File: src/rtl/eth_da_filter_pkg.sv
package eth_da_filter_pkg;
  typedef enum logic [1:0] {
    DA_UCAST = 2'd0,
    DA_MCAST = 2'd1,
    DA_BCAST = 2'd2
  } da_class_e;

  localparam logic [31:0] CRC_POLY = 32'hEDB88320;
  localparam logic [31:0] CRC_INIT = 32'hFFFFFFFF;
endpackage

File: src/rtl/da_classify.sv
module da_classify
  import eth_da_filter_pkg::*;
#(
  parameter int ADDR_W = 48
) (
  input  logic [ADDR_W-1:0] da_i,
  output da_class_e         cls_o
);
  // group bit is bit 0 of the first wire byte
  localparam int GROUP_BIT = ADDR_W - 8;

  always_comb begin
    if (&da_i)               cls_o = DA_BCAST;
    else if (da_i[GROUP_BIT]) cls_o = DA_MCAST;
    else                     cls_o = DA_UCAST;
  end
endmodule

File: src/rtl/da_crc_hash.sv
module da_crc_hash
  import eth_da_filter_pkg::*;
#(
  parameter int ADDR_W   = 48,
  parameter int HASH_W   = 6,
  parameter int HASH_LSB = 1
) (
  input  logic [ADDR_W-1:0] da_i,
  output logic [HASH_W-1:0] idx_o
);
  localparam int NBYTES = ADDR_W / 8;

  logic [31:0] crc;

  always_comb begin
    crc = CRC_INIT;
    for (int b = NBYTES - 1; b >= 0; b--) begin
      crc[7:0] = crc[7:0] ^ da_i[b*8 +: 8];
      for (int k = 0; k < 8; k++) begin
        crc = crc[0] ? ((crc >> 1) ^ CRC_POLY) : (crc >> 1);
      end
    end
    idx_o = crc[HASH_LSB +: HASH_W];
  end
endmodule

File: src/rtl/mc_hash_table.sv
module mc_hash_table #(
  parameter int ROWS  = 8,
  parameter int ROW_W = 8,
  localparam int RSEL_W = $clog2(ROWS),
  localparam int BSEL_W = $clog2(ROW_W)
) (
  input  logic              clk_i,
  input  logic              rst_ni,
  input  logic              we_i,
  input  logic [RSEL_W-1:0] wrow_i,
  input  logic [ROW_W-1:0]  wdata_i,
  input  logic [RSEL_W-1:0] rrow_i,
  input  logic [BSEL_W-1:0] rbit_i,
  output logic              hit_o
);
  logic [ROW_W-1:0] rows_q [ROWS];

  for (genvar r = 0; r < ROWS; r++) begin : g_row
    always_ff @(posedge clk_i or negedge rst_ni) begin
      if (!rst_ni)                               rows_q[r] <= '0;
      else if (we_i && wrow_i == RSEL_W'(r))     rows_q[r] <= wdata_i;
    end
  end

  assign hit_o = rows_q[rrow_i][rbit_i];

  AST_ROW_WRITE: assert property (@(posedge clk_i) disable iff (!rst_ni)
    we_i |=> rows_q[$past(wrow_i)] == $past(wdata_i));
endmodule

File: src/rtl/eth_da_filter.sv
module eth_da_filter
  import eth_da_filter_pkg::*;
#(
  parameter int ADDR_W     = 48,
  parameter int HASH_ROWS  = 8,
  parameter int HASH_ROW_W = 8,
  localparam int RSEL_W = $clog2(HASH_ROWS),
  localparam int BSEL_W = $clog2(HASH_ROW_W),
  localparam int HASH_W = RSEL_W + BSEL_W
) (
  input  logic              clk_i,
  input  logic              rst_ni,
  input  logic              da_valid_i,
  input  logic [ADDR_W-1:0] da_i,
  input  logic [ADDR_W-1:0] station_addr_i,
  input  logic              promisc_i,
  input  logic              rx_all_mc_i,
  input  logic              rx_bc_i,
  input  logic              pause_i,
  input  logic              hash_we_i,
  input  logic [RSEL_W-1:0] hash_row_i,
  input  logic [HASH_ROW_W-1:0] hash_data_i,
  output logic              dec_valid_o,
  output logic              accept_o,
  output logic              is_ucast_o,
  output logic              is_mcast_o,
  output logic              is_bcast_o
);
  da_class_e         cls;
  logic [HASH_W-1:0] idx;
  logic              hash_hit;
  logic              accept_d;

  da_classify #(.ADDR_W(ADDR_W)) u_cls (
    .da_i  (da_i),
    .cls_o (cls)
  );

  da_crc_hash #(.ADDR_W(ADDR_W), .HASH_W(HASH_W), .HASH_LSB(1)) u_crc (
    .da_i  (da_i),
    .idx_o (idx)
  );

  mc_hash_table #(.ROWS(HASH_ROWS), .ROW_W(HASH_ROW_W)) u_tbl (
    .clk_i   (clk_i),
    .rst_ni  (rst_ni),
    .we_i    (hash_we_i),
    .wrow_i  (hash_row_i),
    .wdata_i (hash_data_i),
    .rrow_i  (idx[RSEL_W-1:0]),
    .rbit_i  (idx[HASH_W-1:RSEL_W]),
    .hit_o   (hash_hit)
  );

  always_comb begin
    unique case (cls)
      DA_BCAST: accept_d = promisc_i | rx_bc_i;
      DA_MCAST: accept_d = rx_all_mc_i ? hash_hit : pause_i;
      default:  accept_d = promisc_i | (da_i == station_addr_i);
    endcase
  end

  always_ff @(posedge clk_i or negedge rst_ni) begin
    if (!rst_ni) begin
      dec_valid_o <= 1'b0;
      accept_o    <= 1'b0;
      is_ucast_o  <= 1'b0;
      is_mcast_o  <= 1'b0;
      is_bcast_o  <= 1'b0;
    end else begin
      dec_valid_o <= da_valid_i;
      if (da_valid_i) begin
        accept_o   <= accept_d;
        is_ucast_o <= (cls == DA_UCAST);
        is_mcast_o <= (cls == DA_MCAST);
        is_bcast_o <= (cls == DA_BCAST);
      end
    end
  end

  AST_ONE_CLASS: assert property (@(posedge clk_i) disable iff (!rst_ni)
    dec_valid_o |-> $countones({is_ucast_o, is_mcast_o, is_bcast_o}) == 1);
  AST_UC_MISMATCH_DROP: assert property (@(posedge clk_i) disable iff (!rst_ni)
    (da_valid_i && !(&da_i) && !da_i[ADDR_W-8] && da_i != station_addr_i && !promisc_i)
      |=> !accept_o);
  AST_BC_GATE: assert property (@(posedge clk_i) disable iff (!rst_ni)
    (da_valid_i && (&da_i)) |=> accept_o == $past(promisc_i | rx_bc_i));
  AST_MC_BLOCK: assert property (@(posedge clk_i) disable iff (!rst_ni)
    (da_valid_i && !(&da_i) && da_i[ADDR_W-8] && !rx_all_mc_i) |=> accept_o == $past(pause_i));
  AST_STROBE: assert property (@(posedge clk_i) disable iff (!rst_ni)
    dec_valid_o |-> $past(da_valid_i));
endmodule

File: config.mk
export PLATFORM = sky130hd
export DESIGN_NAME = eth_da_filter
export DESIGN_NICKNAME = d
export VERILOG_FILES = /design/src/rtl/eth_da_filter_pkg.sv /design/src/rtl/da_classify.sv /design/src/rtl/da_crc_hash.sv /design/src/rtl/mc_hash_table.sv /design/src/rtl/eth_da_filter.sv
export SDC_FILE = /design/constraint.sdc
export NUM_CORES = 1
export LEC_CHECK = 0
export BUFFER_PORTS_ARGS = -buffer_cell sky130_fd_sc_hd__buf_2
export CORE_ASPECT_RATIO = 0.9
export CORE_UTILIZATION = 55
export CTS_CLUSTER_DIAMETER = 30
export DETAILED_ROUTE_END_ITERATION = 10
export GPL_TIMING_DRIVEN = 0
export HOLD_SLACK_MARGIN = 0.03
export PLACE_DENSITY_LB_ADDON = 0.05
export SLEW_MARGIN = 20
export SYNTH_ARGS = -nofsm -noshare
export SYNTH_HDL_FRONTEND = slang
export SYNTH_HIERARCHICAL = 1
export SYNTH_SLANG_ARGS = --single-unit
File: constraint.sdc
create_clock -name clk_i -period 5.8 [get_ports clk_i]
set_clock_uncertainty 0.2 [all_clocks]
set_input_delay 1.16 -clock clk_i [delete_from_list [all_inputs] [get_ports clk_i]]
set_output_delay 1.16 -clock clk_i [all_outputs]
set_load 0.1 [all_outputs]
==> results.cfg <==
[clock_network]
cts_htree_levels = 3
clkSlewWorstSetupHoldPaths_ns = 0.05
cts_made_buffers = 9
clock_sinks = 69
cts_tree = built
worstSkewPairLatency_ns = 0.33
cts_hold_buf = 0
cts-root-buf = clkbuf_16
cts_max_path_buffers = 2

[worst_setup_path]
path_class = in2reg
cp.required_ns = 5.82
reg2reg_from = u_tbl/rows_q[6]
reg2reg_depth = 9
crit_slowest_cell = xnor3_2
cp-endpoint = accept_o
crit_top_cell = xnor2_1
crit_chain = buf_2 -> clkbuf_2 -> xnor3_1 -> xnor2_1 -> xnor2_1 -> xnor2_1 -> xnor3_1 -> xnor3_2 -> xnor2_2 -> xnor3_2 -> buf_6 -> mux4_2 -> o2111ai_2 -> nand3_1 -> nor4_2 -> a211oi_2 -> mux2i_2 -> o2111ai_1 -> o21ai_1 -> o21ai_1
crit_arrival_ns = 6.09
r2r_end = accept_o
slowest_delay_ns = 0.48
path_depth = 20
crit_family = XOR/XNOR gates
r2r_slack_ns = 3.28
startpoint = da_i[45]
crit_buf_inv = 3
critPathLaunchType = primary input
critPathMaxFanout = 5
endpoint_kind = flip-flop

[global_route]
grtUsageTotal_pct = 31.04
grt.overflow.total = 0
use_met3_pct = 8.159
grt_max_degree = 59
grt_pass1_vias = 4720
busiest_layer = met1
use_met1_pct = 46.08
antenna_found_initial = 1
grt_first_pass_wirelength_um = 27030
use_met2_pct = 46.07

[timing]
worst_slew_pin_slew_ns = 0.9961
setup_slack_ns = -0.2716
finalSetupViolCount = 1
min_period_ns = 6.072
rsz0062_at_grt = true
timing_hold_violations_final = 0
drv_slew = 0
whs_ns = 0.3006
tns_ns = -0.2716
max_freq_mhz = 164.7
period_share_pct = 104.7
slew_headroom_pct = 33.23

[cells_and_area]
stdcell_area_um2 = 8049
nNetsFinal = 764
regArea_um2 = 1727
n_antenna_cell = 0
drive_gt1_share_pct = 47.25
fillers = 803
multi_input_area_um2 = 4850
syn_to_final_growth_pct = 25.77

[logic_synthesis]
ys_ff_latch = 69
yosysWarnings = 6
synth_top_family_by_area = XOR/XNOR gates
synth_cells = 501
syn-num-nets = 616
synth_compound_area_share_pct = 2.385
synth_mux_area_share_pct = 17.34
syn_area_um2 = 6400
ys_seq_area_share_pct = 26.98
synth-xor-area-share_pct = 43.79
synth_cell_types = 54
synth.avg_cell_area_um2 = 12.77
yosys.area_share.adder_pct = 0
synthSimpleGateAreaFrac_pct = 7.038

[floorplan]
core_area_um2 = 11080
die_x_um = 115.7
start_util_pct = 57.76
rows = 36
chipHeight_um = 104.3
io_pins = 120
die_area_um2 = 12070

[detailed_routing]
via_per_inst = 5.744
drc_errors = 0
drt-pass1-iter-count = 5
antenna_left = 0
vias = 4630
drtIter0Drc = 340
wire_per_inst_um = 22.02
wl_um = 17750

[flow_run]
maxCapViolations = 0

[placed_design]
portBuffers = 115
place_hpwl_um = 13760
placed_cell_area_um2 = 7247
gp_congestion = 0.9153

[worst_hold_path]
hold_path.class = reg2reg

[outcome]
violations = setup timing
status = finished with violations
## registers in the layout, summed over array words and instances, names as in the netlist
| register | count |
|---|---|
| accept_o | 1 |
| dec_valid_o | 1 |
| is_bcast_o | 1 |
| is_mcast_o | 1 |
| is_ucast_o | 1 |
| u_tbl/rows_q | 64 |
## synthesized netlist by cell type, drive strengths merged
master   instances  area [um2]
nand3b           2       15.01
xor2            41       359.1
a31oi            2       12.51
xor3             7       167.7
nor3             3       25.02
nand4           26       168.9
o211ai           2       15.01
nor4             9       83.83
a22oi            1       7.510
a311oi           1       8.760
a2111oi          1       8.760
o22ai            1       6.260
nor3b            2       31.28
mux2i            7       70.07
and3             1       6.260
o221ai           1       8.760
o2111ai          2       23.77
nor2b            3       18.77
nand2            2       7.510
a221oi           1       8.760
nand2b           4       32.53
o2111a           1       11.26
o21ai            4       20.01
inv              8       30.03
nand4b           3       26.28
nor2             5       18.77
dfrtp           69        1727
a22o             1       8.760
a211oi           1       7.510
clkbuf           6       22.52
or3              1       6.260
nand3            2       10.01
mux2            67       754.5
xnor2          143        1305
buf             15       105.1
a21oi            1       5.000
xnor3           43       970.9
mux4            12       285.3
## through the flow
step                      setup WS, ns  utilization, %  instances
after floorplan               0.003093               -        501
after global placement          -1.193           65.13        768
after detailed placement        -1.203           65.40        769
after CTS                      -0.2331           72.47        804
after global routing           -0.4410           72.64        806
final                          -0.2716           72.64        806
## placed cells by master (no fill, tap or decap), types with 3 or more instances in the layout
master	synthesis	routed
clkinv_2	0	3
mux2i_1	7	5
nand2b_1	3	3
buf_4	3	33
o21ai_1	3	3
buf_6	2	5
xnor2_1	139	117
nand4b_1	3	3
clkbuf_16	0	9
xor2_1	41	33
nor2b_1	3	3
mux2_2	67	67
xor3_2	1	4
xnor3_2	2	11
inv_1	8	8
dfrtp_1	69	69
nor4_1	6	5
nand4_1	25	25
xnor2_4	2	6
clkbuf_1	6	4
xor3_1	6	3
nor4_2	2	3
xor2_4	0	3
xnor2_2	2	20
xor2_2	0	5
xnor3_1	41	32
nor2_1	5	5
buf_2	9	111
mux4_1	4	3
mux4_2	8	9
## layer usage
| layer | wire, um | part of all wire (%) | up-vias |
|---|---|---|---|
| met2 | 7796 | 44 | 212 |
| met4 | 170 | 0.96 | 2 |
| li1 | - | - | 2091 |
| met3 | 1398 | 7.9 | 19 |
| met5 | 13 | 0.073 | - |
| met1 | 8370 | 47 | 2306 |
## worst min-delay path by stage
stage	endpoint	slack (ns)	cells past startpoint	from
after floorplan	u_tbl/rows_q[39]	0.27	1	u_tbl/rows_q[39]
after global placement	u_tbl/rows_q[39]	0.28	1	u_tbl/rows_q[39]
after detailed placement	u_tbl/rows_q[39]	0.29	1	u_tbl/rows_q[39]
after CTS	u_tbl/rows_q[39]	0.30	1	u_tbl/rows_q[39]
after global routing	u_tbl/rows_q[36]	0.31	1	u_tbl/rows_q[36]
final	u_tbl/rows_q[38]	0.30	1	u_tbl/rows_q[38]
## logic make-up (layout without fill, tap and decap cells)
family          count (synthesis)  count (layout)
compound gates                 20              20
xor+xnor                      234             234
buf+inv                        29             182
flops                          69              69
mux                            86              86
simple gates                   63              63
## repair_timing
action                     in CTS  in global routing
pin swaps                      37                  2
gates resized for setup        65                  1
buffers inserted               25                  2
setup endpoints to repair       1                  1
gates cloned                    1                  0
## final cells by class
class,count,share of cell area [%]
Buffer,14,1.275
Timing Repair Buffer,144,10.82
Clock inverter,4,0.2798
Tap cell,152,2.363
Clock buffer,12,3.187
Multi-Input combinational cell,403,60.25
Inverter,8,0.3731
Sequential cell,69,21.45
Power is left out: the tool's default activity adds up to more than one toggle a clock period on the data nets, which glitch-free logic cannot reach.
